File: src/rtl/pfwp_pkg.sv
package pfwp_pkg;

    localparam int SUPPLY_W = 8;

    typedef logic [SUPPLY_W-1:0] supply_t;

    typedef enum logic [1:0] {
        ST_NORMAL  = 2'd0,
        ST_DRAIN   = 2'd1,
        ST_PROTECT = 2'd2,
        ST_RECOVER = 2'd3
    } gate_state_e;

    typedef struct packed {
        logic out_of_tol;
        logic level_good;
    } supply_stat_t;

    function automatic supply_t pick_trip(input logic sel, input supply_t lvl5,
                                          input supply_t lvl10);
        return sel ? lvl10 : lvl5;
    endfunction

    function automatic logic at_or_above(input supply_t code, input supply_t base,
                                         input supply_t margin);
        logic [SUPPLY_W:0] need;
        need = {1'b0, base} + {1'b0, margin};
        return {1'b0, code} >= need;
    endfunction

endpackage

File: src/rtl/pfwp_supply_mon.sv
module pfwp_supply_mon
    import pfwp_pkg::*;
#(
    parameter supply_t TRIP_5PCT  = 8'd236,
    parameter supply_t TRIP_10PCT = 8'd223,
    parameter supply_t HYST       = 8'd2
) (
    input  logic         clk,
    input  logic         rst,
    input  supply_t      supply_code,
    input  logic         thresh_sel,
    output supply_stat_t stat
);

    supply_t trip_lvl;

    always_comb begin
        trip_lvl        = pick_trip(thresh_sel, TRIP_5PCT, TRIP_10PCT);
        stat.out_of_tol = supply_code < trip_lvl;
        stat.level_good = at_or_above(supply_code, trip_lvl, HYST);
    end

    // A sample cannot be both failing and good enough to recover.
    assert_level_order_R7: assert property (@(posedge clk) disable iff (rst)
        stat.out_of_tol |-> !stat.level_good);

endmodule

File: src/rtl/pfwp_valid_qual.sv
module pfwp_valid_qual #(
    parameter int VALID_CYCLES = 16
) (
    input  logic clk,
    input  logic rst,
    input  logic level_good,
    output logic power_valid
);

    generate
        if (VALID_CYCLES <= 0) begin : g_direct
            assign power_valid = level_good;
        end else begin : g_count
            localparam int CNT_W = $clog2(VALID_CYCLES + 1);
            localparam logic [CNT_W-1:0] CNT_MAX = CNT_W'(VALID_CYCLES);
            logic [CNT_W-1:0] run_cnt;

            always_ff @(posedge clk) begin
                if (rst || !level_good) begin
                    run_cnt <= '0;
                end else if (run_cnt != CNT_MAX) begin
                    run_cnt <= run_cnt + 1'b1;
                end
            end

            assign power_valid = (run_cnt == CNT_MAX);
        end
    endgenerate

    // A sample below the recovery level always restarts qualification.
    assert_valid_clear_R6: assert property (@(posedge clk) disable iff (rst)
        !level_good |=> !power_valid);

endmodule

File: src/rtl/pfwp_gate_fsm.sv
module pfwp_gate_fsm
    import pfwp_pkg::*;
#(
    parameter int WPT_CYCLES = 32
) (
    input  logic        clk,
    input  logic        rst,
    input  logic        out_of_tol,
    input  logic        level_good,
    input  logic        power_valid,
    input  logic        ce_req_n,
    input  logic        bk1_good,
    output logic        ce_mem_n,
    output logic        backup_sel,
    output logic        write_protected,
    output gate_state_e state
);

    localparam int CNT_W = $clog2(WPT_CYCLES + 1);
    localparam logic [CNT_W-1:0] CNT_LAST = CNT_W'(WPT_CYCLES - 1);

    gate_state_e      nxt;
    logic [CNT_W-1:0] drain_cnt;

    always_comb begin
        nxt = state;
        unique case (state)
            ST_NORMAL:  if (out_of_tol) nxt = ce_req_n ? ST_PROTECT : ST_DRAIN;
            ST_DRAIN:   if (ce_req_n || drain_cnt == CNT_LAST) nxt = ST_PROTECT;
            ST_PROTECT: if (level_good) nxt = ST_RECOVER;
            ST_RECOVER: begin
                if (!level_good)      nxt = ST_PROTECT;
                else if (power_valid) nxt = ST_NORMAL;
            end
            default:    nxt = ST_PROTECT;
        endcase
    end

    always_ff @(posedge clk) begin
        if (rst) begin
            state     <= ST_PROTECT;
            drain_cnt <= '0;
        end else begin
            state     <= nxt;
            drain_cnt <= (state == ST_DRAIN) ? drain_cnt + 1'b1 : '0;
        end
    end

    always_comb begin
        write_protected = (state == ST_PROTECT) || (state == ST_RECOVER);
        ce_mem_n        = write_protected ? 1'b1 : ce_req_n;
        backup_sel      = (state != ST_NORMAL) && !bk1_good;
    end

    assert_drain_bound_R5: assert property (@(posedge clk) disable iff (rst)
        (state == ST_DRAIN) |-> (drain_cnt < CNT_W'(WPT_CYCLES)));

    assert_drain_end_R4: assert property (@(posedge clk) disable iff (rst)
        (state == ST_DRAIN && ce_req_n) |=> (state == ST_PROTECT));

    assert_protect_exit_R1: assert property (@(posedge clk) disable iff (rst)
        (state == ST_PROTECT) |=> (state == ST_PROTECT || state == ST_RECOVER));

    assert_enter_normal_R6: assert property (@(posedge clk) disable iff (rst)
        (state == ST_NORMAL && $past(state) != ST_NORMAL) |-> $past(power_valid));

endmodule

File: src/rtl/pfwp_gate.sv
module pfwp_gate
    import pfwp_pkg::*;
#(
    parameter supply_t TRIP_5PCT    = 8'd236,
    parameter supply_t TRIP_10PCT   = 8'd223,
    parameter supply_t HYST         = 8'd2,
    parameter int      VALID_CYCLES = 16,
    parameter int      WPT_CYCLES   = 32
) (
    input  logic       clk,
    input  logic       rst,
    input  logic [7:0] supply_code,
    input  logic       thresh_sel,
    input  logic       ce_req_n,
    input  logic       bk1_good,
    output logic       ce_mem_n,
    output logic       backup_sel,
    output logic       write_protected
);

    supply_stat_t stat;
    logic         power_valid;
    gate_state_e  state;

    pfwp_supply_mon #(
        .TRIP_5PCT (TRIP_5PCT),
        .TRIP_10PCT(TRIP_10PCT),
        .HYST      (HYST)
    ) u_mon (
        .clk        (clk),
        .rst        (rst),
        .supply_code(supply_code),
        .thresh_sel (thresh_sel),
        .stat       (stat)
    );

    pfwp_valid_qual #(
        .VALID_CYCLES(VALID_CYCLES)
    ) u_qual (
        .clk        (clk),
        .rst        (rst),
        .level_good (stat.level_good),
        .power_valid(power_valid)
    );

    pfwp_gate_fsm #(
        .WPT_CYCLES(WPT_CYCLES)
    ) u_fsm (
        .clk            (clk),
        .rst            (rst),
        .out_of_tol     (stat.out_of_tol),
        .level_good     (stat.level_good),
        .power_valid    (power_valid),
        .ce_req_n       (ce_req_n),
        .bk1_good       (bk1_good),
        .ce_mem_n       (ce_mem_n),
        .backup_sel     (backup_sel),
        .write_protected(write_protected),
        .state          (state)
    );

    // Write protection at the ports always means a blocked enable.
    assert_wp_blocks_R1: assert property (@(posedge clk) disable iff (rst)
        write_protected |-> ce_mem_n);

    // A failing sample seen in pass-through with no access blocks from the next cycle.
    assert_idle_trip_R1: assert property (@(posedge clk) disable iff (rst)
        (state == ST_NORMAL && stat.out_of_tol && ce_req_n) |=> write_protected);

endmodule

File: config.mk
export PLATFORM = sky130hd
export DESIGN_NAME = pfwp_gate
export DESIGN_NICKNAME = d
export VERILOG_FILES = /design/src/rtl/pfwp_pkg.sv /design/src/rtl/pfwp_supply_mon.sv /design/src/rtl/pfwp_valid_qual.sv /design/src/rtl/pfwp_gate_fsm.sv /design/src/rtl/pfwp_gate.sv
export SDC_FILE = /design/constraint.sdc
export NUM_CORES = 1
export LEC_CHECK = 0
export ABC_AREA = 1
export CAP_MARGIN = 20
export CORE_ASPECT_RATIO = 1.1
export CORE_MARGIN = 1
export CORE_UTILIZATION = 30
export DETAILED_ROUTE_END_ITERATION = 8
export PLACE_DENSITY = 0.54
export RECOVER_POWER = 100
export SYNTH_ARGS = -nofsm -noshare
export SYNTH_HDL_FRONTEND = slang
export SYNTH_HIERARCHICAL = 1
export SYNTH_SLANG_ARGS = --single-unit
File: constraint.sdc
create_clock -name clk -period 5.3 [get_ports clk]
set_input_delay 1.59 -clock clk [delete_from_list [all_inputs] [get_ports clk]]
set_output_delay 1.59 -clock clk [all_outputs]
set_load 0.1 [all_outputs]
# --- After elaboration in Yosys (flattened, before gate mapping) ---
# Cells that the tools add are included.
op_classes:
  n_mul: 0
  magnitude_cmp: 2
  n_eq_ne: 10
  mux: 9
  reduce_logical: 10
  bitwise: 1
  addsub: 3
  n_shift: 0
  n_div: 0
op_table:
  columns: ["op", "count"]
  rows:
  - ["$mux 2", 6]
  - ["$add 8x2->9 const B", 1]
  - ["$ge 8x9->1", 1]
  - ["$lt 8x8->1", 1]
  - ["$pmux 2 s4", 1]
  - ["$add 6x1->6 const B", 1]
  - ["$eq 6x5->1 const B", 1]
  - ["$mux 6", 1]
  - ["$ne 2x1->1 const B", 3]
  - ["$add 5x1->5 const B", 1]
  - ["$eq 5x5->1 const B", 1]
  - ["$ne 5x5->1 const B", 1]
  - ["$eq 2x2->1 const B", 2]
  - ["$reduce_and 4->1", 1]
  - ["$logic_or 1x1->1", 3]
  - ["$ne 3x3->1 const B", 1]
  - ["$eq 2x1->1 const B", 1]
  - ["$logic_not 1->1", 2]
  - ["$logic_not 2->1", 1]
  - ["$reduce_bool 2->1", 1]
  - ["$reduce_or 2->1", 1]
  - ["$logic_and 1x1->1", 1]
  - ["$mux 1", 1]
  - ["$not 1->1", 1]
word_totals:
  romBits: 0
  latch_bits: 0
  inputBits: 13
  n_memories: 0
  mem_bits_rw: 0
  reg_bits: 13
  wordCells: 38

# --- Longest topological paths before layout ---
# Gate-level depths: netlist of run 1.
logic_depth:
  word_depth: 5
  mapped_depth: 14
  mapped_depth_nobuf: 14

# --- Hierarchy ---
# The synthesis of run 1 kept the hierarchy.
by_module_without_submodules:
  columns: ["mod", "area_per_inst_um2", "instances", "cells_each", "seq_area_each_um2"]
  rows:
  - ["pfwp_gate_fsm", 424.2, 1, 60, 160.2]
  - ["pfwp_valid_qual", 280.3, 1, 38, 100.1]
  - ["pfwp_supply_mon", 251.5, 1, 44, 0.0]

# --- Worst setup path after synthesis of run 1 ---
# OpenSTA, ideal clock, no wires.
synth_timing:
  kind: "in2out"
  from: "input port bk1_good"
  to: "output port backup_sel"
  slack_ns: 0.867
  stages: 1
  path_buffers: 0
  t_arrival_ns: 2.843
  cell_sequence: "nor2_1"
synth_via:
  elab_chain_cells: 2
synth_rtl:
  columns: ["element", "line", "text"]
  rows:
  - ["start: declaration", "pfwp_gate.sv:15", "input logic bk1_good,"]
  - ["$logic_not 1->1", "pfwp_gate_fsm.sv:52", "backup_sel = (state != ST_NORMAL) && !bk1_good;"]
  - ["$logic_and 1x1->1", "pfwp_gate_fsm.sv:52", null]
  - ["end: declaration", "pfwp_gate.sv:17", "output logic backup_sel,"]
# No other way between the ends.

# --- Final worst setup path of run 1 ---
# Same ends and word-level chain as after synthesis.

==> results of run 1 <==
-- state kept, by name (all words and copies together), names as in the netlist --
register	cells
u_fsm/drain_cnt	6
u_fsm/state	2
u_qual/g_count.run_cnt	5
-- where the power goes --
part           internal [mW]  switching, mW  total [mW]
Clock                 0.0292         0.0329      0.0621
Combinational         0.0255         0.0526      0.0780
Sequential             0.101        0.00666       0.108
Total                  0.156         0.0921       0.248
-- worst paths after layout --
kind | startpoint | endpoint | cells after the start
min reg2reg | u_fsm/drain_cnt[0] | u_fsm/drain_cnt[0] | 1
max reg2reg | u_qual/g_count.run_cnt[0] | u_fsm/state[0] | 13
min | u_fsm/drain_cnt[0] | u_fsm/drain_cnt[0] | 1
max | bk1_good | backup_sel | 3
-- metrics by stage --
stage / setup WS (ps) / cells / utilization [%]
5_1_grt: 726 / 193 / 36.8
3_5_place_dp: 1170 / 189 / 37.0
4_1_cts: 1170 / 193 / 37.9
3_3_place_gp: 1180 / 189 / 37.0
6_report: 760 / 193 / 36.8
2_1_floorplan: 867 / 142 / -
-- worst max-delay path, delay by kind of cell --
| family | cells | cell delay (ps) |
|---|---|---|
| AND/OR/NAND/NOR | 1 | 100 |
| buffers and inverters | 2 | 1260 |
-- cells in the final DEF, fill, tap and decap left out --
master and n:
nand2_1 33, clkbuf_4 3, clkbuf_1 2, nor2_1 22, ha_1 10, nor3b_1 1, nor3_2 1, xor2_1 1
nor3_1 3, o21bai_1 2, nand4_1 3, nand2_2 1, inv_2 1, buf_4 1, dlygate4sd3_1 3, clkdlybuf4s50_1 10
nand3_1 9, nand3b_1 2, nor2_2 4, o21a_1 1, inv_1 25, xnor2_1 2, dfxtp_1 13, a21oi_1 6
-- layout make-up --
cell class                      count  area [µm²]
Fill cell                         339        1930
Multi-Input combinational cell    101         553
Sequential cell                    13         260
Timing Repair Buffer               15         141
Inverter                           26        97.6
Tap cell                           34        42.5
Clock buffer                        4        26.3
-- synthesized netlist by cell type (all sizes together) --
master,n
a21oi,6
o21bai,2
dfxtp,13
xnor2,2
clkbuf,1
nor3,4
nand3b,2
nor2,26
xor2,1
nand4,3
nand2,34
buf,1
inv,26
nand3,9
nor3b,1
ha,10
o21a,1
-- cell families after synthesis --
logic type | count (synthesis) | share of synthesized area (%)
AOI/OAI and AO/OA | 9 | 5.50
xor gates and xnor gates | 3 | 2.75
adders and majority gates | 10 | 13.1
buffers and inverters | 28 | 11.8
DFF | 13 | 27.2
and+or+nand+nor | 79 | 39.7
-- layer usage --
metal	up-vias	share of wire (%)	track usage, %
li1	475	-	-
met1	370	45	11.5
met2	15	49	19.3
met3	3	4.9	3.15
met4	0	1.3	7.32
met5	-	0	0
==> impl_results.md, run 1 <==
- Initial Util: a little under a third
- Row cnt: 21
- Core area: approximately 3000 µm²
- Total global-route track usage: 10.8%
- Max-slew violation count: 0
- Antenna Nets Post-Route: 0
- Worst R2R Setup Slack: between 3000 and 4000 ps
- Initial antenna violation count: 0
- Routed WL per cell: approximately 9 µm
- CP Class: in2out
- Syn Inst Count: approximately 140
- Pwr dens: between 200 and 250 nW/µm²
- Vias in the first global route: 731
- DRT Pass-1 Iters: 4
- Pleak: approximately 0.49 nW
- Post-DP Area: 1130 µm²
- Antenna fix cells: 0
- Largest net degree at the start of global routing: 9
- Die Ht: approximately 61 µm
- Cell variety after synth: 24
- Syn_nets: around 170
- First-pass GRT wire length: 2860 µm
- Critical-path cell list: clkdlybuf4s50_1, nor2_1, clkbuf_1
- Die width: ~56 µm
- Max_cap viols: 0
- Layout cells sized above 1: under 10%
- FF+latch count, synth: 13
- Final nets: approximately 180
- Syn-to-layout area delta: 17.3%
- HP Class: reg2reg
- GPL Wtd Cong: between 0.7 and 0.8
- CTS Hold Bufs: 0
- Slew margin rel.: between 20% and 30%
- Cells resized by post-CTS repair: 0
- Number of buffer cells added on primary ports: 15
- Die Footprint: between 3000 and 4000 µm²
- Final wirelength: 1710 µm
- Drt drc: 0
- CP Launch Type: input pin
- Num CTS Buffers: 3
- GRT Residual Overflow: 0
- Setup TNS: 0 ps
- Clock skew: around 0.49 ps
- Sink Count: 13
- Slowest-stage cell, CP: clkbuf_1
- Root buffer selected by CTS: clkbuf_4
- VDD IR max: about 0.00014 V
- Fmax: ~220 MHz
- Worst-skew pair later-pin latency: ~280 ps
- CTS tree: done
- Post-layout minimum cycle time: 4540 ps
- Syn Std Cell Area: ~960 µm²
- CP Capture Type: output port
- CP Max Fanout: 1
- WHS: 455 ps
- Status: finished clean
- Hold Fails Final Rpt: 0
- Top cell type's share of synthesized area: a little over a quarter
- Vias/cell: roughly 4.5
- Syn avg cell area: approximately 6.7 µm²
- Final instance area: 1120 µm²
- Worst path max stage delay: approximately 860 ps
- Initial DRC Count: 33
- RSZ-0062 raised after global routing: no
- Worst slew pin tran: between 1000 and 1500 ps
- DP Wirelength: approximately 1400 µm
- CTS max path bufs: 2
- Tcrit/Tclk final: between 80% and 90%
- Setup violators final: 0
- WP data arrival: ~3000 ps
- Clock transition at path regs: around 80 ps
- H-tree depth reported by CTS: 1
- I/O pin count: 16
- Critical Path RT: 3710 ps
- Area contributors post-synth: dfxtp_1 27%, ha_1 13%, nand2_1 13%
- Power after layout: between 200 and 250 µW
- Synth area leader: dfxtp_1
- Postcts setup bufs: 0
- Vias: ~860
- Post-synthesis sequential area ratio: 27.2%
- Yosys warning total: 6
Power figures use the tool's default switching activity.
==> run 2: changes to the inputs <==
--- a/config.mk
+++ b/config.mk
@@ -7,11 +7,13 @@
 export LEC_CHECK = 0
 export ABC_AREA = 1
 export CAP_MARGIN = 20
+export CELL_PAD_IN_SITES_DETAIL_PLACEMENT = 0
+export CELL_PAD_IN_SITES_GLOBAL_PLACEMENT = 1
 export CORE_ASPECT_RATIO = 1.1
 export CORE_MARGIN = 1
 export CORE_UTILIZATION = 30
 export DETAILED_ROUTE_END_ITERATION = 8
-export PLACE_DENSITY = 0.54
+export PLACE_DENSITY = 0.7
 export RECOVER_POWER = 100
 export SYNTH_ARGS = -nofsm -noshare
 export SYNTH_HDL_FRONTEND = slang
==> impl_results.md, run 2 (synthesis gave the netlist of run 1 again) <==
- Status: finished clean
- Setup TNS: 0 ps (unchanged)
- Antenna Nets Post-Route: 0 (unchanged)
- Die Ht: 61.2 µm (unchanged)
- CTS max path bufs: 2 (unchanged)
- Initial Util: 31.4% (unchanged)
- CP Max Fanout: 3 (+2)
- Setup violators final: 0 (unchanged)
- Largest regs: u_fsm/drain_cnt: 6 flops, u_qual/g_count.run_cnt: 5 flops, u_fsm/state: 2 flops
- Vias/cell: 4.42 (-1.0%)
- Fmax: 213 MHz (-3.1%)
- Die width: 55.8 µm (unchanged)
- Tcrit/Tclk final: 88.4% (+2.7 points)
- Clock transition at path regs: 80 ps (about the same)
- Layout cells sized above 1: 6.92% (unchanged)
- Root buffer selected by CTS: clkbuf_4
- DP Wirelength: 1390 µm (-1.2%)
- Max_cap viols: 0 (unchanged)
- RSZ-0062 raised after global routing: no
- Antenna fix cells: 0 (unchanged)
- CP Class: in2out
- Finished Layout Cells: 193 (unchanged)
- Number of buffer cells added on primary ports: 15 (unchanged)
- CTS tree: done
- Largest Register: u_fsm/drain_cnt
- Sink Count: 13 (unchanged)
- Initial antenna violation count: 0 (unchanged)
- Power after layout: 245 µW (-1.1%)
- Vias in the first global route: 719 (-1.6%)
- Total global-route track usage: 10.0% (-0.82 points)
- Worst path max stage delay: 860 ps (about the same)
- DRT Pass-1 Iters: 4 (unchanged)
- Row cnt: 21 (unchanged)
- WP data arrival: 3100 ps (+150 ps)
- Worst slew pin tran: 1160 ps (+1.24 ps)
- Max-slew violation count: 0 (unchanged)
- Area occupied by multi-input gates: 556 µm² (+0.45%)
- Most common cell after layout, fill and taps aside: nand2_1
- GPL Wtd Cong: 0.771 (-0.40%)
- Die Footprint: 3420 µm² (unchanged)
- Pwr dens: 219 nW/µm² (-0.97%)
- Final nets: 183 (unchanged)
- CP Capture Type: output port
- Drt drc: 0 (unchanged)
- CP Launch Type: input pin
- Cell Count Post-Placement: 189 (unchanged)
- FILL cells: 341 (+0.59%)
- Largest net degree at the start of global routing: 9 (unchanged)
- Postcts setup bufs: 0 (unchanged)
- Critical Path RT: 3710 ps (about the same)
- Worst-skew pair later-pin latency: 260 ps (-20 ps)
- Most frequent cells in the layout: 33 x nand2_1, 25 x inv_1, 21 x nor2_1
- Worst Path Buf+Inv: 3 (+1)
- Largest register FFs: 6 (unchanged)
- Post-layout minimum cycle time: 4690 ps (+145 ps)
- Syn-to-layout area delta: 17.1%
- Slew margin rel.: 23.1% (-0.082 points)
- Core area: 3050 µm² (unchanged)
- Crit path max-delay family: buffers and inverters
- Clock skew: 1.04 ps (+0.549 ps)
- CTS Hold Bufs: 0 (unchanged)
- Register area: 260 µm² (unchanged)
- Hold Fails Final Rpt: 0 (unchanged)
- Cells resized by post-CTS repair: 0 (unchanged)
- GRT Residual Overflow: 0 (unchanged)
- Critical-path cell list: clkdlybuf4s50_1, inv_1, nand2_1, clkbuf_1
- First-pass GRT wire length: 2680 µm (-6.0%)
- Pleak: 0.489 nW (-0.50%)
- VDD IR max: 0.000128 V (-9.1%)
- Initial DRC Count: 37 (+12%)
- Vias: 854 (-1.0%)
- Slowest-stage cell, CP: clkbuf_1
- Post-layout util: 36.7% (-0.041 points)
- Num CTS Buffers: 3 (unchanged)
- I/O pin count: 16 (unchanged)
- HP Class: reg2reg
- Routed WL per cell: 8.65 µm (-2.2%)
- H-tree depth reported by CTS: 1 (unchanged)
- Final wirelength: 1670 µm (-2.2%)
[run 2: cell types whose count changed in the layout (fill, tap and decap cells not counted), sizes merged]
cell,delta
buf,-1
clkbuf,+1
[run 2: path summary, 6_finish.rpt]
check | start | to | slack (ps) | cells after the start
worst min register to register | u_fsm/drain_cnt[0] | u_fsm/drain_cnt[0] | 450 | 1
worst max register to register | u_qual/g_count.run_cnt[0] | u_fsm/state[0] | 3800 | 13
worst max-delay path | ce_req_n | ce_mem_n | 610 | 4
worst min-delay path | u_fsm/drain_cnt[0] | u_fsm/drain_cnt[0] | 450 | 1
[run 2: cell type report]
type | instances | share of cell area (%)
multi-input cells | 101 | 49.6
flip-flops and latches | 13 | 23.2
inverters | 26 | 8.72
repair buffers | 15 | 12.3
clock buffers | 4 | 2.35
well taps | 34 | 3.80
[run 2: metrics by stage]
stage	setup slack [ps]	hold WS (ps)	instance area, µm²
6_report	615	449	1120
5_1_grt	576	480	1120
4_1_cts	1180	453	1150
3_5_place_dp	1180	440	1130
3_3_place_gp	1180	432	1130
2_1_floorplan	867	418	956
[run 2: where the power goes]
part / switching (mW) / leakage [nW] / total [mW] / internal, mW
Clock: 0.0301 / 0.0150 / 0.0592 / 0.0291
Combinational: 0.0529 / 0.369 / 0.0784 / 0.0255
Sequential: 0.00649 / 0.105 / 0.108 / 0.101
[run 2: per-layer routing]
layer	vias to the layer above	global-route usage, %	share of wire [%]	routed length (µm)
li1	478	-	-	-
met1	361	10.9	47	777
met2	13	18.6	49	819
met3	2	1.89	2.8	46
met4	0	6.27	1.5	25
met5	-	0	0	0
